`config.mk`:
```
export PLATFORM = sky130hd
export DESIGN_NAME = irqc_top
export DESIGN_NICKNAME = d
export VERILOG_FILES = /design/src/rtl/irqc_pkg.sv /design/src/rtl/irqc_sync.sv /design/src/rtl/irqc_core.sv /design/src/rtl/irqc_regs.sv /design/src/rtl/irqc_top.sv
export SDC_FILE = /design/constraint.sdc
export NUM_CORES = 1
export LEC_CHECK = 0
export ABC_AREA = 1
export BUFFER_PORTS_ARGS = -buffer_cell sky130_fd_sc_hd__buf_2
export CAP_MARGIN = 20
export CORE_MARGIN = 4
export CORE_UTILIZATION = 61
export DETAILED_ROUTE_END_ITERATION = 7
export PLACE_DENSITY = 0.92
export SYNTH_ARGS = -nofsm -noshare
export SYNTH_HDL_FRONTEND = slang
export SYNTH_SLANG_ARGS = --single-unit
export TNS_END_PERCENT = 100
```
`constraint.sdc`:
```
create_clock -name clk_i -period 3.1 [get_ports clk_i]
set_clock_uncertainty 0.2 [all_clocks]
set_input_delay 0.31 -clock clk_i [delete_from_list [all_inputs] [get_ports clk_i]]
set_output_delay 0.31 -clock clk_i [all_outputs]
set_load 0.005 [all_outputs]
```
`src/rtl/irqc_pkg.sv`:
```
package irqc_pkg;
  localparam int unsigned ADDR_W = 8;

  localparam logic [ADDR_W-1:0] OFS_PEND_NRM = 8'h00;
  localparam logic [ADDR_W-1:0] OFS_ENABLE   = 8'h04;
  localparam logic [ADDR_W-1:0] OFS_ROUTE    = 8'h08;
  localparam logic [ADDR_W-1:0] OFS_CTRL     = 8'h0C;
  localparam logic [ADDR_W-1:0] OFS_PEND_FST = 8'h10;
  localparam logic [ADDR_W-1:0] OFS_RAW      = 8'h20;

  typedef enum logic [2:0] {
    SEL_NONE,
    SEL_PEND_NRM,
    SEL_ENABLE,
    SEL_ROUTE,
    SEL_CTRL,
    SEL_PEND_FST,
    SEL_RAW
  } reg_sel_e;

  function automatic reg_sel_e decode(input logic [ADDR_W-1:0] a);
    case (a)
      OFS_PEND_NRM: decode = SEL_PEND_NRM;
      OFS_ENABLE:   decode = SEL_ENABLE;
      OFS_ROUTE:    decode = SEL_ROUTE;
      OFS_CTRL:     decode = SEL_CTRL;
      OFS_PEND_FST: decode = SEL_PEND_FST;
      OFS_RAW:      decode = SEL_RAW;
      default:      decode = SEL_NONE;
    endcase
  endfunction
endpackage

```
`src/rtl/irqc_sync.sv`:
```
module irqc_sync #(
  parameter int unsigned WIDTH  = 32,
  parameter int unsigned STAGES = 2
) (
  input  logic             clk_i,
  input  logic             rst_ni,
  input  logic [WIDTH-1:0] d_i,
  output logic [WIDTH-1:0] q_o
);
  logic [WIDTH-1:0] stg_q [STAGES];

  always_ff @(posedge clk_i or negedge rst_ni) begin
    if (!rst_ni) begin
      for (int i = 0; i < STAGES; i++) stg_q[i] <= '0;
    end else begin
      stg_q[0] <= d_i;
      for (int i = 1; i < STAGES; i++) stg_q[i] <= stg_q[i-1];
    end
  end

  assign q_o = stg_q[STAGES-1];
endmodule

```
`src/rtl/irqc_core.sv`:
```
module irqc_core #(
  parameter int unsigned NSRC = 32
) (
  input  logic [NSRC-1:0] raw_i,
  input  logic [NSRC-1:0] enable_i,
  input  logic [NSRC-1:0] route_i,
  input  logic            wake_sel_i,
  output logic [NSRC-1:0] pend_nrm_o,
  output logic [NSRC-1:0] pend_fst_o,
  output logic            irq_o,
  output logic            fiq_o,
  output logic            wake_o
);
  logic [NSRC-1:0] live;

  assign live       = raw_i & enable_i;
  assign pend_nrm_o = live & ~route_i;
  assign pend_fst_o = live & route_i;
  assign irq_o      = |pend_nrm_o;
  assign fiq_o      = |pend_fst_o;
  // wake_sel set: only enabled sources may wake the core
  assign wake_o     = wake_sel_i ? (|live) : (|raw_i);
endmodule

```
`src/rtl/irqc_regs.sv`:
```
module irqc_regs
  import irqc_pkg::*;
#(
  parameter int unsigned NSRC = 32
) (
  input  logic              clk_i,
  input  logic              rst_ni,
  input  logic [ADDR_W-1:0] addr_i,
  input  logic              we_i,
  input  logic [NSRC-1:0]   wdata_i,
  input  logic [NSRC-1:0]   raw_i,
  input  logic [NSRC-1:0]   pend_nrm_i,
  input  logic [NSRC-1:0]   pend_fst_i,
  output logic [NSRC-1:0]   enable_o,
  output logic [NSRC-1:0]   route_o,
  output logic              wake_sel_o,
  output logic [NSRC-1:0]   rdata_o
);
  reg_sel_e sel;
  assign sel = decode(addr_i);

  always_ff @(posedge clk_i or negedge rst_ni) begin
    if (!rst_ni) begin
      enable_o   <= '0;
      route_o    <= '0;
      wake_sel_o <= 1'b0;
    end else if (we_i) begin
      case (sel)
        SEL_ENABLE: enable_o   <= wdata_i;
        SEL_ROUTE:  route_o    <= wdata_i;
        SEL_CTRL:   wake_sel_o <= wdata_i[0];
        default: ;
      endcase
    end
  end

  always_comb begin
    case (sel)
      SEL_PEND_NRM: rdata_o = pend_nrm_i;
      SEL_ENABLE:   rdata_o = enable_o;
      SEL_ROUTE:    rdata_o = route_o;
      SEL_CTRL:     rdata_o = {{(NSRC-1){1'b0}}, wake_sel_o};
      SEL_PEND_FST: rdata_o = pend_fst_i;
      SEL_RAW:      rdata_o = raw_i;
      default:      rdata_o = '0;
    endcase
  end
endmodule

```
`src/rtl/irqc_top.sv`:
```
module irqc_top
  import irqc_pkg::*;
#(
  parameter int unsigned NSRC        = 32,
  parameter int unsigned SYNC_STAGES = 2
) (
  input  logic              clk_i,
  input  logic              rst_ni,
  input  logic [NSRC-1:0]   req_i,
  input  logic [ADDR_W-1:0] addr_i,
  input  logic              we_i,
  input  logic [NSRC-1:0]   wdata_i,
  output logic [NSRC-1:0]   rdata_o,
  output logic              irq_o,
  output logic              fiq_o,
  output logic              wake_o
);
  logic [NSRC-1:0] raw_q;
  logic [NSRC-1:0] enable_q;
  logic [NSRC-1:0] route_q;
  logic            wake_sel_q;
  logic [NSRC-1:0] pend_nrm;
  logic [NSRC-1:0] pend_fst;

  irqc_sync #(.WIDTH(NSRC), .STAGES(SYNC_STAGES)) u_sync (
    .clk_i  (clk_i),
    .rst_ni (rst_ni),
    .d_i    (req_i),
    .q_o    (raw_q)
  );

  irqc_regs #(.NSRC(NSRC)) u_regs (
    .clk_i      (clk_i),
    .rst_ni     (rst_ni),
    .addr_i     (addr_i),
    .we_i       (we_i),
    .wdata_i    (wdata_i),
    .raw_i      (raw_q),
    .pend_nrm_i (pend_nrm),
    .pend_fst_i (pend_fst),
    .enable_o   (enable_q),
    .route_o    (route_q),
    .wake_sel_o (wake_sel_q),
    .rdata_o    (rdata_o)
  );

  irqc_core #(.NSRC(NSRC)) u_core (
    .raw_i      (raw_q),
    .enable_i   (enable_q),
    .route_i    (route_q),
    .wake_sel_i (wake_sel_q),
    .pend_nrm_o (pend_nrm),
    .pend_fst_o (pend_fst),
    .irq_o      (irq_o),
    .fiq_o      (fiq_o),
    .wake_o     (wake_o)
  );
endmodule

```
* Yosys cells after proc, flatten, opt, wreduce, memory -nomap -nowiden *
Cells that the tools add are included.

word-level totals
  flip-flop bits (word level) = 129
  input port bits = 75
  output and inout bits = 35
  logic and storage cells = 31

operators by class
  eq/ne operators = 11
  muxes and demuxes = 3
  bitwise operators = 4
  reductions and logical operators = 8

operators by type and width
  cell                  number
  $pmux W32 S6          1
  $reduce_or A32 Y1     4
  $and A32 B32 Y32      3
  $not A32 Y32          1
  $pmux W3 S6           1
  $eq A8 B4 Y1 const B  2
  $eq A3 B3 Y1 const B  3
  $eq A8 B3 Y1 const B  1
  $eq A8 B5 Y1 const B  1
  $eq A8 B6 Y1 const B  1
  $logic_not A8 Y1      1
  $eq A3 B2 Y1 const B  2
  $reduce_and A2 Y1     3
  $eq A3 B1 Y1 const B  1
  $mux W1               1

* Logic depth before layout (Yosys ltp) *
Gate-level depths: netlist of the first run.

  depth after elaboration = 4
  mapped depth = 9
  mapped depth without buffers = 8

* By module *
A second synthesis of the first run with hierarchy kept.

unflattened totals
  cells, all modules = 1016
  area total of the unflattened synthesis = 7053.0 um^2

by module, submodules not included
  module     instances  cells each  area an instance (um^2)  seq. area each (um^2)
  irqc_regs  1          650         4115.2                   1626.6
  irqc_sync  1          96          1841.8                   1601.5
  irqc_core  1          270         1096.1                   0.0

* Worst setup path before layout of the first run *
OpenSTA, ideal clock, no wires.

  kind = input port to output port
  start = in addr_i[6]
  end = out rdata_o[10]
  arrival time = 1.310 ns
  data required time = 2.590 ns
  setup slack = 1.280 ns
  stages = 7
  buffers on the path = 2
  path through = inv_1 > nand2_1 > nor2_1 > buf_2 > buf_1 > nand3_1 > nand4_1

on the way
  word-level cells in the longest chain between the ends = 4
  elaborated cells between the ends (all ways) = 14
  classes of those cells = 11 x eq/ne; 2 x mux; 1 x reduce/logical

RTL lines
  element                               RTL line         text
  start: declaration                    irqc_top.sv:10   input logic [ADDR_W-1:0] addr_i,
  $eq A8 B6 Y1 (tied with other cells)  irqc_pkg.sv:22   case (a)
  $pmux W3 S6 (*)                       irqc_pkg.sv:22
  $eq A3 B3 Y1 (tied with other cells)  irqc_regs.sv:38  case (sel)
  $pmux W32 S6 (*)                      irqc_regs.sv:38
  end: declaration                      irqc_top.sv:13   output logic [NSRC-1:0] rdata_o,

Every way passes the cells marked *; elsewhere a longest branch is shown, timed or not.

* Worst setup path after layout of the first run *
  start = in addr_i[6]
  end = out rdata_o[18]

Same word-level chain as after synthesis.

==> qor.yml, run 1 <==
floorplan:
  start_util_pct: 63.53
  io_pins: 110
  die-area_um2: 12630
  fp.dieH_um: 112.4
  rows: 37
  core_area_um2: 10460
  die_w_um: 112.4
timing:
  slew_headroom_pct: 64.20
  worstMarginPinSlew_ps: 535.7
  fmax_mhz: 400.3
  setup_violations: 0
  rsz0062_at_grt: "false"
  slew_violations: 0
  hold_viol: 0
  min_period_ps: 2498
  fin_crit_sh_pct: 80.59
  fin_tns_setup_ps: 0
logic_synthesis:
  synth_top_area_share_pct: 48.57
  synth_seq_cells: 129
  yosysSeqAreaShare_pct: 48.57
  ys_top_cells_by_area: "dfrtp_1 (49%), nand2_1 (15%), nand3_1 (10%)"
  syn_area_um2: 6646
  syn_nets: 980
  ys_warn_count: 0
  yosys.area.top_type: "dfrtp_1"
  synthDistinctLibCells: 21
  synth_area_per_cell_um2: 7.344
  postSynthCellCount: 905
critical_path:
  cp.arrival_ps: 1990
  r2r_start: "u_regs.enable_o[25]"
  crit_top_cell: "nand2_1"
  crit_required_ps: 2590
  startpoint_type: "input pin"
  critical_path_class: "input pin to output pin"
  critical-path-max-stage-delay_ps: 290
  regToRegSetupSlack_ps: 2140
  path_max_fanout: 22
  worstSetupStartpoint: "addr_i[6]"
  timing.rr.end: "u_regs.enable_o[25]"
  crit_path_cell_trace: "buf_2, inv_1, nand2_1, nor2_4, buf_4, nand2_1, nand2_1, buf_4, nand3_1, nand4_1, buf_2"
  reg2reg_depth: 2
  crit_slowest_cell: "buf_4"
  end_kind: "output pin"
global_route:
  antenna_found_initial: 1
  grt_start_max_net_pins: 67
  grt_first_pass_wirelength_mm: 34.61
  grt_overflow_total: 0
  grt_pass1_vias: 7193
  track_usage_pct: 34.49
status:
  status: "complete, no violations"
min_path:
  min_path_type: "input pin to async pin"
finish:
  multi_input_area_um2: 2865
  final_nets: 1154
  fillers: 635
  synthToLayoutAreaGrowth_pct: 30.57
  layout-drive-gt1-share_pct: 15.84
  ff_latch_area_um2: 3228
  final_cells: 1229
drt:
  drt_iter0_drc: 837
  routed_wl_mm: 21.14
  drc: 0
  wl_per_cell_um: 17.20
  antenna_left: 0
  vias: 7218
  via_per_inst: 5.873
  drt_pass1_iterations: 6
power_and_ir_drop:
  power.density_nw_per_um2: 504.0
  p_sw_share_pct: 24.73
  pwr-share-comb_pct: 8.7
  p_switching_mw: 1.082
  clock_power_share_pct: 48.5
  power_leakage_nw: 4.669
  seq_power_share_pct: 42.8
  p_int_mw: 3.292
  ir_drop_mv: 0.5703
clock_tree:
  ctsResizeCount: 0
  cts_buffer_depth: 2
  cts_buffers: 17
  cts.sinks: 129
  clkTransAtPathRegs_ps: 60
  tritoncts: "done"
  cts.htree.levels: 4
  post-cts-setup-buffers: 0
  clk_latency_ps: 530
  clock-root-buffer: "clkbuf_8"
job:
  maxCapViolations: 0
place:
  dpl.hpwl_mm: 13.01
  placed_cells: 1131
  place_congestion: 0.8857
  port_buffers: 109
how the worst max path moves through the flow:
stage	cells past startpoint	to	slack, ps
2_1_floorplan	7	rdata_o[10]	1280
3_3_place_gp	11	rdata_o[10]	740
3_5_place_dp	11	rdata_o[0]	660
4_1_cts	11	rdata_o[0]	640
5_1_grt	11	rdata_o[2]	440
6_report	11	rdata_o[18]	600
routing by layer:
metal / vias up / part of all wire, % / global-route usage, %
li1: 3251 / - / -
met1: 3290 / 37 / 42.90
met2: 545 / 47 / 55.03
met3: 132 / 10 / 7.925
met4: 0 / 5.4 / 20.67
met5: - / 0 / 0
metrics by stage:
| stage | util, % | hold WS, ps | area (µm²) | power [mW] | setup WS [ps] |
|---|---|---|---|---|---|
| 2_1_floorplan | - | -185.6 | 6646 | 2.016 | 1280 |
| 3_3_place_gp | 70.71 | 81.46 | 7398 | 2.184 | 742.1 |
| 3_5_place_dp | 70.71 | 78.80 | 7398 | 2.196 | 655.1 |
| 4_1_cts | 82.92 | 64.70 | 8676 | 4.358 | 638.2 |
| 5_1_grt | 82.95 | 106.0 | 8678 | 4.504 | 439.6 |
| 6_report | 82.95 | 61.77 | 8678 | 4.374 | 601.9 |
area by class of cell:
class | count | area share [%]
flip-flops and latches | 129 | 37.20
multi-input cells | 628 | 33.02
repair buffers | 198 | 16.03
clock buffers | 19 | 5.089
inverters | 105 | 4.542
clock inverters | 13 | 2.134
well taps | 136 | 1.961
diodes | 1 | 0.02884
power groups by stage:
| stage | sequential (mW) | combinational, mW | clock (mW) |
|---|---|---|---|
| final | 1.87 | 0.381 | 2.12 |
| after global routing | 1.88 | 0.423 | 2.20 |
| after CTS | 1.87 | 0.372 | 2.12 |
| after detailed placement | 1.89 | 0.304 | 0 |
| after global placement | 1.89 | 0.296 | 0 |
| after floorplan | 1.87 | 0.148 | 0 |
what timing repair did:
action / 4_1_cts / 5_1_grt
hold endpoints to repair: 195 / 0
hold buffers: 65 / 0
setup endpoints to repair: 0 / 0
state kept, by name, indices dropped and copies added (netlist names):
| register | cells |
|---|---|
| u_regs.route_o | 32 |
| u_regs.enable_o | 32 |
| u_sync.q_o | 32 |
| u_sync.stg_q | 32 |
| u_regs.wake_sel_o | 1 |
cells in the mapped netlist:
cell / instances
a21oi_1: 2
and2_1: 1
buf_1: 3
buf_2: 8
buf_4: 3
clkbuf_1: 28
clkbuf_2: 1
dfrtp_1: 129
inv_1: 105
nand2_1: 270
nand3_1: 137
nand3b_1: 32
nand4_1: 19
nor2_1: 79
nor2_2: 1
nor3_1: 3
nor3_2: 2
nor4_4: 1
o21ai_0: 75
o21ai_1: 5
or2_2: 1
worst max-delay path, delay by kind of cell:
kind | cells | cell delay (ps)
AND/OR/NAND/NOR | 6 | 850
buffers and inverters | 5 | 820
logic make-up (layout without fill, tap and decap cells):
group / Yosys count / after routing / synth area share, %
and+or+nand+nor: 546 / 546 / 36.56
AOI/OAI and AO/OA: 82 / 82 / 6.175
other: 0 / 1 / 0
DFF: 129 / 129 / 48.57
buffers and inverters: 148 / 335 / 8.697
layout by cell type, fill, tap and decap left out, types with 5 or more instances in the layout:
master and n:
clkbuf_16 16, dfrtp_1 129, nand3b_1 32, buf_2 108, nand3_1 137, dlygate4sd3_1 65, o21ai_1 5, nand4_1 19
nand2_1 270, buf_4 24, inv_1 105, clkinvlp_4 5, nor2_1 76, o21ai_0 75
No activity file was read; power rests on OpenSTA's default activity.
==> run 2: changes to the inputs <==
- ABC_AREA: 1 -> 0
- CORE_UTILIZATION: 61 -> 51
- PLACE_DENSITY: 0.92 -> 0.84
- clock period: 3.1 -> 2.1 ns (I/O delays scaled with it)
==> qor.yml, run 2 <==
global_route:
  antenna_found_initial: 0  # -1
  track_usage_pct: 28.60  # -5.9 points
  grt_first_pass_wirelength_mm: 31.41  # -9.3%
  grt_start_max_net_pins: 94  # +40%
  grt_overflow_total: 0  # unchanged
  grt_pass1_vias: 5793  # -19%
clock_tree:
  tritoncts: "done"
  cts_buffer_depth: 2  # unchanged
  clkTransAtPathRegs_ps: 60  # about the same
  clock-root-buffer: "clkbuf_16"
  cts.sinks: 129  # unchanged
  cts.htree.levels: 4  # unchanged
  cts_buffers: 17  # unchanged
  clk_latency_ps: 410  # -120 ps
logic_synthesis:
  syn_area_um2: 6146  # -7.5%
  synthDistinctLibCells: 37  # +76%
  yosys.cell_count.top_type: "dfrtp_1"
  synth_seq_cells: 129  # unchanged
  postSynthCellCount: 550  # -39%
  ys_top_cells_by_area: "dfrtp_1 (53%), mux2_4 (7.3%), mux2_2 (5.5%)"
  synth_area_per_cell_um2: 11.17  # +52%
  async_flop_share_pct: 100.0  # unchanged
  yosysSeqAreaShare_pct: 52.52  # +4.0 points
  synth_top_area_share_pct: 52.52  # +4.0 points
  synth_edf_count: 0  # unchanged
  synth.top_cells.by_count: "dfrtp_1 (129), nand3_1 (62), nand2_1 (36)"
  ys.flop_type: "dfrtp_1"
  ys_warn_count: 0  # unchanged
  yosys.area.top_type: "dfrtp_1"
  syn_nets: 625  # -36%
timing:
  setup_ws_ps: -172.1  # -774.0 ps
  min_period_ps: 2272
  worstMarginPinSlew_ps: 571.5  # +35.75 ps
  slew_headroom_pct: 61.90  # -2.3 points
  setup_violations: 4  # +4
  fmax_mhz: 440.1
  rsz0062_at_grt: "true"
  slew_violations: 0  # unchanged
  hold_viol: 0  # unchanged
  fin_crit_sh_pct: 108.2
critical_path:
  crit_path_cell_trace: "nand3b_1, o2111ai_1, nor3_1, nand4_1, buf_2"
  cp.arrival_ps: 1860  # -130 ps
  r2r_start: "u_regs.enable_o[14]"
  crit_buf_inv: 1  # -4
  worstSetupStartpoint: "u_regs.enable_o[6]"
  critical-path-max-stage-delay_ps: 470  # +180 ps
  end_kind: "output pin"
  path_delay_family: "simple AND/OR/NAND/NOR gates"
  path_max_fanout: 7  # -68%
  crit_slowest_cell: "dfrtp_1"
  startpoint_type: "flip-flop"
  critical_path_class: "flip-flop to output pin"
  crit_required_ps: 1690  # -900 ps
floorplan:
  fp.dieH_um: 117.8  # +4.8%
  start_util_pct: 52.92  # -11 points
  rows: 39  # +5.4%
  die-area_um2: 13870  # +9.8%
  core_area_um2: 11610  # +11%
  die_w_um: 117.8  # +4.8%
  io_pins: 110  # unchanged
power_and_ir_drop:
  ir_drop_mv: 0.5175  # -9.3%
  power.density_nw_per_um2: 751.6  # +49%
  p_total_mw: 6.598  # +51%
  power_leakage_nw: 4.021  # -14%
drt:
  wl_per_cell_um: 23.53  # +37%
  via_per_inst: 6.613  # +13%
  antenna_left: 0  # unchanged
  drt_pass1_iterations: 6  # unchanged
  vias: 6071  # -16%
  routed_wl_mm: 21.60  # +2.2%
  drc: 0  # unchanged
  drt_iter0_drc: 944  # +13%
finish:
  layout.cells.most_common_list: "buf_2 (104), dfrtp_1 (83), dlygate4sd3_1 (65), nand3_1 (56), dfrtp_2 (46)"
  design_area_um2: 8778  # +1.2%
  layout-drive-gt1-share_pct: 45.61  # +30 points
  final_common_cell: "buf_2"
  synthToLayoutAreaGrowth_pct: 42.83
  final_cells: 918  # -25%
  final_nets: 836  # -28%
  final_util_pct: 75.59  # -7.4 points
place:
  place_congestion: 0.9343  # +5.5%
  port_buffers: 109  # unchanged
  dpl.hpwl_mm: 12.27  # -5.6%
  placed_cells: 791  # -30%
  placed_cell_area_um2: 6935  # -6.3%
job:
  maxCapViolations: 0  # unchanged
min_path:
  hold_start: "we_i"
  min_path_type: "input pin to flip-flop"
status:
  violations: "setup timing"
  status: "finished, violations left"
==> run 2: per-stage QoR <==
step / setup TNS (ps) / hold slack (ps) / setup slack [ps]
after floorplan: 0 / -285.6 / 370.2
after global placement: 0 / 95.20 / 124.0
after detailed placement: 0 / 106.9 / 61.71
after CTS: -182.3 / 2.154 / -89.33
after global routing: -1576 / 17.01 / -287.8
final: -468.7 / 17.35 / -172.1
==> run 2: per-layer routing <==
metal	part of all wire, %	up-vias	wire [µm]	GRT usage, %
met5	0	-	0	0
li1	-	2493	-	-
met3	12	180	2573	7.496
met2	47	559	10140	47.43
met1	35	2839	7552	35.70
met4	6.1	0	1327	11.65
==> run 2: timing repair <==
action	in CTS	in global routing
cloned	0	3
setup buffers	11	15
pin swaps	13	17
resized for setup	25	66
hold buffers	65	0
endpoints found under the hold margin	226	0
endpoints found under the setup margin	3	30
==> run 2: logic make-up after synthesis <==
group                  share of synthesized area (%)
AOI/OAI and AO/OA                              16.14
buffers and inverters                          4.194
muxes                                          13.92
and+or+nand+nor                                13.21
DFF                                            52.52
==> run 2: worst reg2reg max path, stage by stage, from the launching register on <==
cell and delay (ps):
dfrtp_2 450, buf_4 170, mux2_4 260
==> run 2: power by group <==
group | leakage, nW | switching [mW] | internal [mW]
sequential | 1.58 | 0.192 | 2.62
combinational | 2.14 | 0.282 | 0.323
clock | 0.305 | 1.07 | 2.11
==> run 2: path summary, 6_finish.rpt <==
check / end / slack, ps / cells past startpoint
max: irq_o / -170 / 5
min: u_regs.wake_sel_o / 20 / 3
max reg2reg: u_regs.enable_o[14] / 900 / 2
min reg2reg: u_sync.q_o[30] / 150 / 0
max in group asynchronous: u_regs.route_o[19] / 1100 / 3
min in group asynchronous: u_sync.q_o[27] / 180 / 3
==> run 2: final cells by class <==
class,instances,area (µm²)
Antenna cell,1,2.502
Sequential cell,129,3286
Clock inverter,9,152.6
Inverter,31,116.4
Clock buffer,23,488.0
Fill cell,683,2835
Tap cell,143,178.9
Multi-Input combinational cell,363,2872
Timing Repair Buffer,219,1683
